==> src/rtl/irq_cause_pkg.sv <==
package irq_cause_pkg;
   typedef enum logic [2:0] {
      REG_CAUSE = 3'd0,
      REG_MODE  = 3'd1,
      REG_MSET  = 3'd2,
      REG_MCLR  = 3'd3,
      REG_MVAL  = 3'd4
   } irq_reg_e;

   localparam logic [2:0] SUM_WORD  = 3'd0;
   localparam logic [2:0] GATE_WORD = 3'd1;
   localparam int GRP_SPAN_LOG2 = 5;
endpackage

==> src/rtl/irq_cause_group.sv <==
module irq_cause_group #(
   parameter int DATA_W = 32
) (
   input  logic              clk,
   input  logic              rst_n,
   input  logic [DATA_W-1:0] ev,
   input  logic [DATA_W-1:0] wdata,
   input  logic              wr_cause,
   input  logic              wr_mode,
   input  logic              wr_mset,
   input  logic              wr_mclr,
   input  logic              rd_cause,
   output logic [DATA_W-1:0] cause_o,
   output logic [DATA_W-1:0] mode_o,
   output logic [DATA_W-1:0] mask_o,
   output logic              pend_o
);
   logic [DATA_W-1:0] cause_q, mode_q, mask_q;
   logic [DATA_W-1:0] cause_n, mask_n, w1c_hit, cor_hit;

   always_comb begin
      w1c_hit = wr_cause ? (wdata & ~mode_q) : '0;
      cor_hit = rd_cause ? (cause_q & mode_q) : '0;
      cause_n = (cause_q & ~w1c_hit & ~cor_hit) | ev;
      mask_n  = mask_q;
      if (wr_mset) mask_n = mask_n | wdata;
      if (wr_mclr) mask_n = mask_n & ~wdata;
   end

   always_ff @(posedge clk or negedge rst_n) begin
      if (!rst_n) begin
         cause_q <= '0;
         mode_q  <= '0;
         mask_q  <= '1;
      end else begin
         cause_q <= cause_n;
         mask_q  <= mask_n;
         if (wr_mode) mode_q <= wdata;
      end
   end

   assign cause_o = cause_q;
   assign mode_o  = mode_q;
   assign mask_o  = mask_q;
   assign pend_o  = |(cause_q & ~mask_q);
endmodule

==> src/rtl/irq_summary.sv <==
module irq_summary #(
   parameter int NUM_GRP = 3
) (
   input  logic               clk,
   input  logic               rst_n,
   input  logic [NUM_GRP-1:0] pend,
   input  logic               rd_sum,
   input  logic               wr_gate,
   input  logic [NUM_GRP-1:0] gate_wdata,
   output logic [NUM_GRP-1:0] sum_o,
   output logic [NUM_GRP-1:0] gate_o,
   output logic               irq_o
);
   logic [NUM_GRP-1:0] sum_q, gate_q;

   always_ff @(posedge clk or negedge rst_n) begin
      if (!rst_n) begin
         sum_q  <= '0;
         gate_q <= '1;
      end else begin
         sum_q <= (rd_sum ? '0 : sum_q) | pend;
         if (wr_gate) gate_q <= gate_wdata;
      end
   end

   assign sum_o  = sum_q;
   assign gate_o = gate_q;
   assign irq_o  = |(sum_q & ~gate_q);
endmodule

==> src/rtl/irq_cause_bank.sv <==
module irq_cause_bank
   import irq_cause_pkg::*;
#(
   parameter int NUM_GRP = 3,
   parameter int DATA_W  = 32,
   parameter int ADDR_W  = 8
) (
   input  logic                      clk,
   input  logic                      rst_n,
   input  logic                      bus_valid,
   input  logic                      bus_write,
   input  logic [ADDR_W-1:0]         bus_addr,
   input  logic [DATA_W-1:0]         bus_wdata,
   output logic [DATA_W-1:0]         bus_rdata,
   input  logic [NUM_GRP*DATA_W-1:0] ev_in,
   output logic                      irq_o
);
   localparam int GRP_W = ADDR_W - GRP_SPAN_LOG2;
   localparam logic [GRP_W-1:0] SUM_IDX = GRP_W'(NUM_GRP);

   if (DATA_W < NUM_GRP) begin : g_bad_width
      $error("DATA_W must hold one summary bit per group");
   end
   if ((1 << GRP_W) < NUM_GRP + 1) begin : g_bad_addr
      $error("ADDR_W too small for NUM_GRP groups plus summary block");
   end

   logic                 acc_ok;
   logic [GRP_W-1:0]     grp_sel;
   logic [2:0]           word_sel;
   irq_reg_e             reg_sel;

   assign acc_ok   = bus_valid && (bus_addr[1:0] == 2'b00);
   assign grp_sel  = bus_addr[ADDR_W-1:GRP_SPAN_LOG2];
   assign word_sel = bus_addr[4:2];
   assign reg_sel  = irq_reg_e'(word_sel);

   logic [DATA_W-1:0]         cause_a [NUM_GRP];
   logic [DATA_W-1:0]         mode_a  [NUM_GRP];
   logic [DATA_W-1:0]         mask_a  [NUM_GRP];
   logic [NUM_GRP-1:0]        pend_v;
   logic [NUM_GRP*DATA_W-1:0] cause_flat, mask_flat;

   for (genvar g = 0; g < NUM_GRP; g++) begin : g_grp
      logic sel, wr, rd;
      assign sel = acc_ok && (grp_sel == GRP_W'(g));
      assign wr  = sel && bus_write;
      assign rd  = sel && !bus_write;

      irq_cause_group #(.DATA_W(DATA_W)) grp_i (
         .clk      (clk),
         .rst_n    (rst_n),
         .ev       (ev_in[g*DATA_W +: DATA_W]),
         .wdata    (bus_wdata),
         .wr_cause (wr && reg_sel == REG_CAUSE),
         .wr_mode  (wr && reg_sel == REG_MODE),
         .wr_mset  (wr && reg_sel == REG_MSET),
         .wr_mclr  (wr && reg_sel == REG_MCLR),
         .rd_cause (rd && reg_sel == REG_CAUSE),
         .cause_o  (cause_a[g]),
         .mode_o   (mode_a[g]),
         .mask_o   (mask_a[g]),
         .pend_o   (pend_v[g])
      );
      assign cause_flat[g*DATA_W +: DATA_W] = cause_a[g];
      assign mask_flat[g*DATA_W +: DATA_W]  = mask_a[g];
   end

   logic               sum_blk;
   logic [NUM_GRP-1:0] sum_v, gate_v;

   assign sum_blk = acc_ok && (grp_sel == SUM_IDX);

   irq_summary #(.NUM_GRP(NUM_GRP)) sum_i (
      .clk        (clk),
      .rst_n      (rst_n),
      .pend       (pend_v),
      .rd_sum     (sum_blk && !bus_write && word_sel == SUM_WORD),
      .wr_gate    (sum_blk && bus_write && word_sel == GATE_WORD),
      .gate_wdata (bus_wdata[NUM_GRP-1:0]),
      .sum_o      (sum_v),
      .gate_o     (gate_v),
      .irq_o      (irq_o)
   );

   logic [DATA_W-1:0] rd_mux;

   always_comb begin
      rd_mux = '0;
      for (int g = 0; g < NUM_GRP; g++) begin
         if (grp_sel == GRP_W'(g)) begin
            case (reg_sel)
               REG_CAUSE: rd_mux = cause_a[g];
               REG_MODE:  rd_mux = mode_a[g];
               REG_MVAL:  rd_mux = mask_a[g];
               default:   rd_mux = '0;
            endcase
         end
      end
      if (grp_sel == SUM_IDX) begin
         if (word_sel == SUM_WORD)  rd_mux = DATA_W'(sum_v);
         if (word_sel == GATE_WORD) rd_mux = DATA_W'(gate_v);
      end
   end

   always_ff @(posedge clk or negedge rst_n) begin
      if (!rst_n)                    bus_rdata <= '0;
      else if (bus_valid && !bus_write) bus_rdata <= acc_ok ? rd_mux : '0;
   end
endmodule

==> config.mk <==
export PLATFORM = sky130hd
export DESIGN_NAME = irq_cause_bank
export DESIGN_NICKNAME = d
export VERILOG_FILES = /design/src/rtl/irq_cause_pkg.sv /design/src/rtl/irq_cause_group.sv /design/src/rtl/irq_summary.sv /design/src/rtl/irq_cause_bank.sv
export SDC_FILE = /design/constraint.sdc
export NUM_CORES = 1
export LEC_CHECK = 0
export ABC_AREA = 1
export BUFFER_PORTS_ARGS = -buffer_cell sky130_fd_sc_hd__buf_4
export CORE_AREA = 2 2 266 268
export CTS_CLUSTER_SIZE = 25
export DETAILED_ROUTE_END_ITERATION = 8
export DIE_AREA = 0 0 268 270
export MAX_ROUTING_LAYER = met4
export PLACE_DENSITY_LB_ADDON = 0.08
export SYNTH_ARGS = -nofsm -noshare
export SYNTH_HDL_FRONTEND = slang
export SYNTH_SLANG_ARGS = --single-unit
==> constraint.sdc <==
create_clock -name clk -period 1.6 [get_ports clk]
set_clock_uncertainty 0.1 [all_clocks]
set_input_delay 0.08 -clock clk [delete_from_list [all_inputs] [get_ports clk]]
set_output_delay 0.08 -clock clk [all_outputs]
set_load 0.01 [all_outputs]
==> results of run 1 <==
-- cell usage in the layout, fill, tap and decap left out, types with 4 or more instances in the layout --
cell             n
nand2_1        489
buf_4          341
inv_1          286
nand3_1        233
dfrtp_1        226
dlygate4sd3_1  152
dfstp_2         99
a21oi_1         94
a22oi_1         94
o21ai_0         90
a31o_1          88
o21ai_1         76
o22ai_1         53
buf_12          52
clkbuf_16       49
nor2_1          45
clkbuf_1        19
a22o_1          17
inv_2           13
nor2_4          11
nor2_2          10
clkbuf_8        10
a31o_2           8
nand2_4          6
nand4_1          5
nand2_2          5
o2111ai_1        5
nand3_2          4
buf_6            4
-- per-stage QoR --
step	power, mW	setup slack (ns)	util (%)
detailed placement	10.9	-0.280	30.3
floorplan	9.54	0.153	-
global placement	10.9	-0.253	30.3
finish	20.8	-0.126	35.2
CTS	21.0	-0.135	34.6
global route	21.7	-0.121	35.2
-- per-layer routing --
layer,part of all wire [%],vias to the layer above,GRT usage (%)
met5,0,-,-
met4,2.5,0,5.31
met3,4.4,105,2.84
met2,45,423,31.7
met1,48,8237,28.9
li1,-,8047,-
-- worst register-to-register path, cell delays in order (launching register included) --
cell and delay [ns]:
dfstp_2 0.52, inv_1 0.06, a22o_1 0.20, nor2_2 0.17
nand4_1 0.23, nor2_2 0.24, nand3_1 0.09
-- cells by family (layout without fill, tap and decap cells) --
logic type | Yosys count | in the layout | share of synthesized area (%)
AO/OA/AOI/OAI | 538 | 538 | 20.2
buffers and inverters | 451 | 939 | 10.9
flip-flops | 326 | 326 | 48.2
AND/OR/NAND/NOR | 818 | 818 | 20.7
-- repair_timing --
item,4_1_cts,5_1_grt
buffers inserted,1,28
hold endpoints to repair,629,0
cloned,0,5
resized for setup,13,36
setup endpoints to repair,4,31
hold buffers,157,0
pin swaps,8,13
-- area by class of cell --
cell class                      count  area (µm²)  area share (%)
Timing Repair Buffer              556        5340            21.8
Inverter                          303        1160            4.72
Multi-Input combinational cell   1356        7170            29.3
Clock inverter                      7        77.6           0.316
Tap cell                          940        1180            4.80
Clock buffer                       73        1310            5.34
Sequential cell                   326        8280            33.8
-- power groups by stage --
stage | sequential [mW] | combinational, mW | clock, mW
finish | 8.56 | 2.53 | 9.69
global route | 8.58 | 2.76 | 10.4
CTS | 8.56 | 2.48 | 10.0
detailed placement | 8.70 | 2.18 | 0
global placement | 8.69 | 2.18 | 0
floorplan | 8.68 | 0.861 | 0
-- worst paths after layout --
path	startpoint	end	slack, ns	cells past startpoint
worst min register to register	flop	flop	0.38	2
worst min-delay path	bus_addr[7]	bus_rdata[0]	0.06	8
worst max-delay path	flop	sum_i.sum_o[0]	-0.13	6
worst max register to register	flop	sum_i.sum_o[0]	-0.13	6
min in group asynchronous	rst_n	async pin	0.07	2
max in group asynchronous	rst_n	async pin	0.79	3
==> results.sh, run 1 <==
export IMPL_max_freq_mhz=580
export IMPL_io_buffers=172
export IMPL_ys_ff_latch=326
export IMPL_ant_nets=0
export IMPL_end_kind="flop"
export IMPL_rsz0062_at_grt="true"
export IMPL_place_hpwl_um=50400
export IMPL_drv_slew=0
export IMPL_placed_cell_area_um2=21100
export IMPL_crit_top_cell="nor2_2"
export IMPL_maxCapViolCount=0
export IMPL_synth_cell_types=36
export IMPL_cpPeakStageDelay_ns=0.52
export IMPL_hold_class="in -> reg"
export IMPL_yosysMostFrequentCell="nand2_1"
export IMPL_powerDensity_nw_per_um2=848
export IMPL_path_max_fanout=2
export IMPL_antenna_cells=0
export IMPL_remaining_drc_errors=0
export IMPL_post_route_period_util_pct=108
export IMPL_net_switching_power_mw=5.50
export IMPL_yosysTopAreaCellShare_pct=33.0
export IMPL_slew_headroom_pct=69.5
export IMPL_grt_antenna_before_repair=0
export IMPL_p_clk_share_pct=46.6
export IMPL_pwr_share_comb_pct=12.2
export IMPL_grt_max_degree=70
export IMPL_syn_to_final_growth_pct=42.5
export IMPL_yosys_warnings=0
export IMPL_min_period_ns=1.73
export IMPL_wl_per_cell_um=20.8
export IMPL_fill_cells=7231
export IMPL_hold_viol=0
export IMPL_final_area_um2=24500
export IMPL_cp_num_buf_inv=1
export IMPL_critPathTopFamily="simple AND/OR/NAND/NOR gates"
export IMPL_status="finished with violations"
export IMPL_insertion_delay_ns=0.58
export IMPL_final_setup_viol_count=2
export IMPL_synthesis_area_um2=17200
export IMPL_rows=97
export IMPL_clockBufferDepth=3
export IMPL_p_leak_nw=10.9
export IMPL_cts_root_buf="clkbuf_16"
export IMPL_synth_area_leader_cell="dfrtp_1"
export IMPL_crit_type="reg -> reg"
export IMPL_dr_first_iter_drc_count=1302
export IMPL_fin_cells=3561
export IMPL_cts_tree="yes"
export IMPL_clock_sinks=326
export IMPL_syn_avg_cell_area_um2=8.06
export IMPL_die_h_um=270
export IMPL_post_drt_via_cell_ratio=4.72
export IMPL_dr_pass1_iters=5
export IMPL_gp_congestion=0.819
export IMPL_grt_overflow_total=0
export IMPL_synth_async_reset_ratio_pct=100
export IMPL_syn_nets=2273
export IMPL_grt_util_all_layers_pct=20.8
export IMPL_core_area_um2=69500
export IMPL_floorplan_die_width_um=268
export IMPL_cp_arrival_ns=2.09
export IMPL_syn_inst=2133
export IMPL_start_util_pct=24.7
export IMPL_ys_top_cells_by_count="490 x nand2_1, 294 x inv_1, 237 x nand3_1"
export IMPL_die_area_um2=72400
export IMPL_cp_slowest_cell="dfstp_2"
export IMPL_numCtsBuffers=43
export IMPL_p_int_mw=15.3
export IMPL_ys_seq_area_share_pct=48.2
export IMPL_io_pins=173
export IMPL_path_clk_slew_ns=0.06
export IMPL_dp_cells=3295
export IMPL_num_vias=16800
export IMPL_wl_um=74200
export IMPL_required_ns=1.96
export IMPL_switching_share_pct=26.5
export IMPL_worstMarginPinSlew_ns=0.458
export IMPL_holdWs_ns=0.0558
export IMPL_h_tree_depth=2
export IMPL_start_kind="flop"
export IMPL_nets=2726
export IMPL_ys_flop_type="dfrtp_1"
export IMPL_synth_area_leaders="dfrtp_1 33%, dfstp_2 15%, nand2_1 11%"
export IMPL_violations="negative setup slack"
export IMPL_grt_pass1_wl_um=109000
export IMPL_synth_edf_count=0
export IMPL_layout_drive_gt1_share_pct=24.4
export IMPL_path_cells="inv_1 > a22o_1 > nor2_2 > nand4_1 > nor2_2 > nand3_1"
export IMPL_worst_slack_ns=-0.126
export IMPL_grt_pass1_vias=16800
export IMPL_irDropWorstVdd_mv=0.789
export IMPL_sequentialPowerShare_pct=41.2
export IMPL_tns_ns=-0.141
Note: power is estimated with default switching activity, not from simulation.
==> run 2: changes to the inputs <==
--- a/config.mk
+++ b/config.mk
@@ -13,6 +13,8 @@
 export DIE_AREA = 0 0 268 270
 export MAX_ROUTING_LAYER = met4
 export PLACE_DENSITY_LB_ADDON = 0.08
+export SETUP_SLACK_MARGIN = 0.15
+export SKIP_CTS_REPAIR_TIMING = 1
 export SYNTH_ARGS = -nofsm -noshare
 export SYNTH_HDL_FRONTEND = slang
 export SYNTH_SLANG_ARGS = --single-unit
==> results.sh, run 2 (same netlist as run 1, synthesis figures left out) <==
export IMPL_status="finished with violations"
export IMPL_violations="negative hold slack, negative setup slack"
export IMPL_grt_antenna_before_repair=0
export IMPL_io_pins=173
export IMPL_io_buffers=172
export IMPL_final_cell_mix="479 x nand2_1, 313 x buf_4, 286 x inv_1, 229 x nand3_1, 226 x dfrtp_1"
export IMPL_dr_first_iter_drc_count=1306
export IMPL_hold_viol=1
export IMPL_layout_drive_gt1_share_pct=24.8
export IMPL_grt_pass1_vias=16100
export IMPL_h_tree_depth=2
export IMPL_r2r_slack_ns=-0.15
export IMPL_grt_util_all_layers_pct=20.4
export IMPL_cts_tree="yes"
export IMPL_cpPeakStageDelay_ns=0.52
export IMPL_p_int_mw=15.2
export IMPL_irDropWorstVdd_mv=0.790
export IMPL_end_kind="flop"
export IMPL_net_switching_power_mw=5.48
export IMPL_wl_per_cell_um=20.7
export IMPL_critPathTopFamily="simple AND/OR/NAND/NOR gates"
export IMPL_antenna_cells=0
export IMPL_grt_max_degree=70
export IMPL_pwr_share_comb_pct=12.0
export IMPL_max_freq_mhz=571
export IMPL_drv_slew=0
export IMPL_cp_arrival_ns=2.12
export IMPL_rsz0062_at_grt="true"
export IMPL_path_clk_slew_ns=0.06
export IMPL_min_period_ns=1.75
export IMPL_rows=97
export IMPL_worst_slack_ns=-0.151
export IMPL_switching_share_pct=26.5
export IMPL_dr_pass1_iters=6
export IMPL_cp_num_buf_inv=1
export IMPL_slew_headroom_pct=69.7
export IMPL_cp_slowest_cell="dfstp_2"
export IMPL_num_vias=16600
export IMPL_finish_utilization_pct=34.6
export IMPL_post_route_period_util_pct=109
export IMPL_nets=2674
export IMPL_die_h_um=270
export IMPL_p_leak_nw=10.7
export IMPL_grt_pass1_wl_um=107000
export IMPL_clock_sinks=326
export IMPL_holdWs_ns=-0.00305
export IMPL_crit_type="reg -> reg"
export IMPL_maxCapViolCount=0
export IMPL_core_area_um2=69500
export IMPL_start_util_pct=24.7
export IMPL_floorplan_die_width_um=268
export IMPL_insertion_delay_ns=0.58
export IMPL_remaining_drc_errors=0
export IMPL_clockBufferDepth=3
export IMPL_numCtsBuffers=43
export IMPL_hold_class="in -> reg"
export IMPL_cts_root_buf="clkbuf_16"
export IMPL_path_max_fanout=2
export IMPL_place_hpwl_um=50400
export IMPL_path_cells="inv_1 > a22o_1 > nor2_2 > nand4_1 > nor2_2 > nand3_1"
export IMPL_crit_top_cell="nor2_2"
export IMPL_p_clk_share_pct=46.7
export IMPL_worstMarginPinSlew_ns=0.455
export IMPL_start_kind="flop"
export IMPL_post_drt_via_cell_ratio=4.73
export IMPL_gp_congestion=0.819
export IMPL_wl_um=72700
export IMPL_layout_commonest_cell="nand2_1"
export IMPL_grt_overflow_total=0
export IMPL_sequentialPowerShare_pct=41.3
export IMPL_die_area_um2=72400
export IMPL_required_ns=1.97
export IMPL_syn_to_final_growth_pct=39.8
export IMPL_ant_nets=0
export IMPL_powerDensity_nw_per_um2=862
export IMPL_final_setup_viol_count=2
run 2: layer usage:
metal	share of wire [%]	track usage, %
met5	0	-
met4	2.2	5.32
met3	4.5	2.73
met2	46	30.8
met1	47	28.7
run 2: area by class of cell:
cell class | instances | area (µm²)
Multi-Input combinational cell | 1356 | 7260
Inverter | 303 | 1140
Clock buffer | 73 | 1310
Fill cell | 7275 | 45500
Tap cell | 940 | 1180
Clock inverter | 7 | 77.6
Timing Repair Buffer | 504 | 4790
Sequential cell | 326 | 8280
run 2: stage by stage:
step	instance area, µm²	instances	power, mW	worst slack [ns]	setup TNS, ns
floorplan	17200	2133	9.54	0.153	0
global placement	21100	3295	10.9	-0.253	-11.93
detailed placement	21100	3295	10.9	-0.280	-16.38
CTS	22400	3375	20.7	-0.253	-0.568
global route	24000	3509	21.7	-0.190	-0.389
finish	24000	3509	20.7	-0.151	-0.180
run 2: path summary, 6_finish.rpt:
| check | startpoint | endpoint | depth (start not counted) |
|---|---|---|---|
| max | flop | sum_i.sum_o[0] | 6 |
| min | bus_write | flop | 4 |
| max reg2reg | flop | sum_i.sum_o[0] | 6 |
| min reg2reg | bus_rdata[13] | bus_rdata[13] | 2 |
| max in group asynchronous | rst_n | async pin | 3 |
| min in group asynchronous | rst_n | async pin | 2 |
run 2: worst min-delay path, cell delays in order:
cell and delay (ns):
buf_4 0.17, nand2_2 0.21, nor3_1 0.08, a2bb2oi_1 0.13
run 2: power by group through the flow:
stage               Sequential, mW  Combinational (mW)  Clock, mW
finish                        8.56                2.49       9.68
global route                  8.58                2.72       10.4
CTS                           8.56                2.19       10.0
detailed placement            8.70                2.18          0
global placement              8.69                2.18          0
floorplan                     8.68               0.861          0
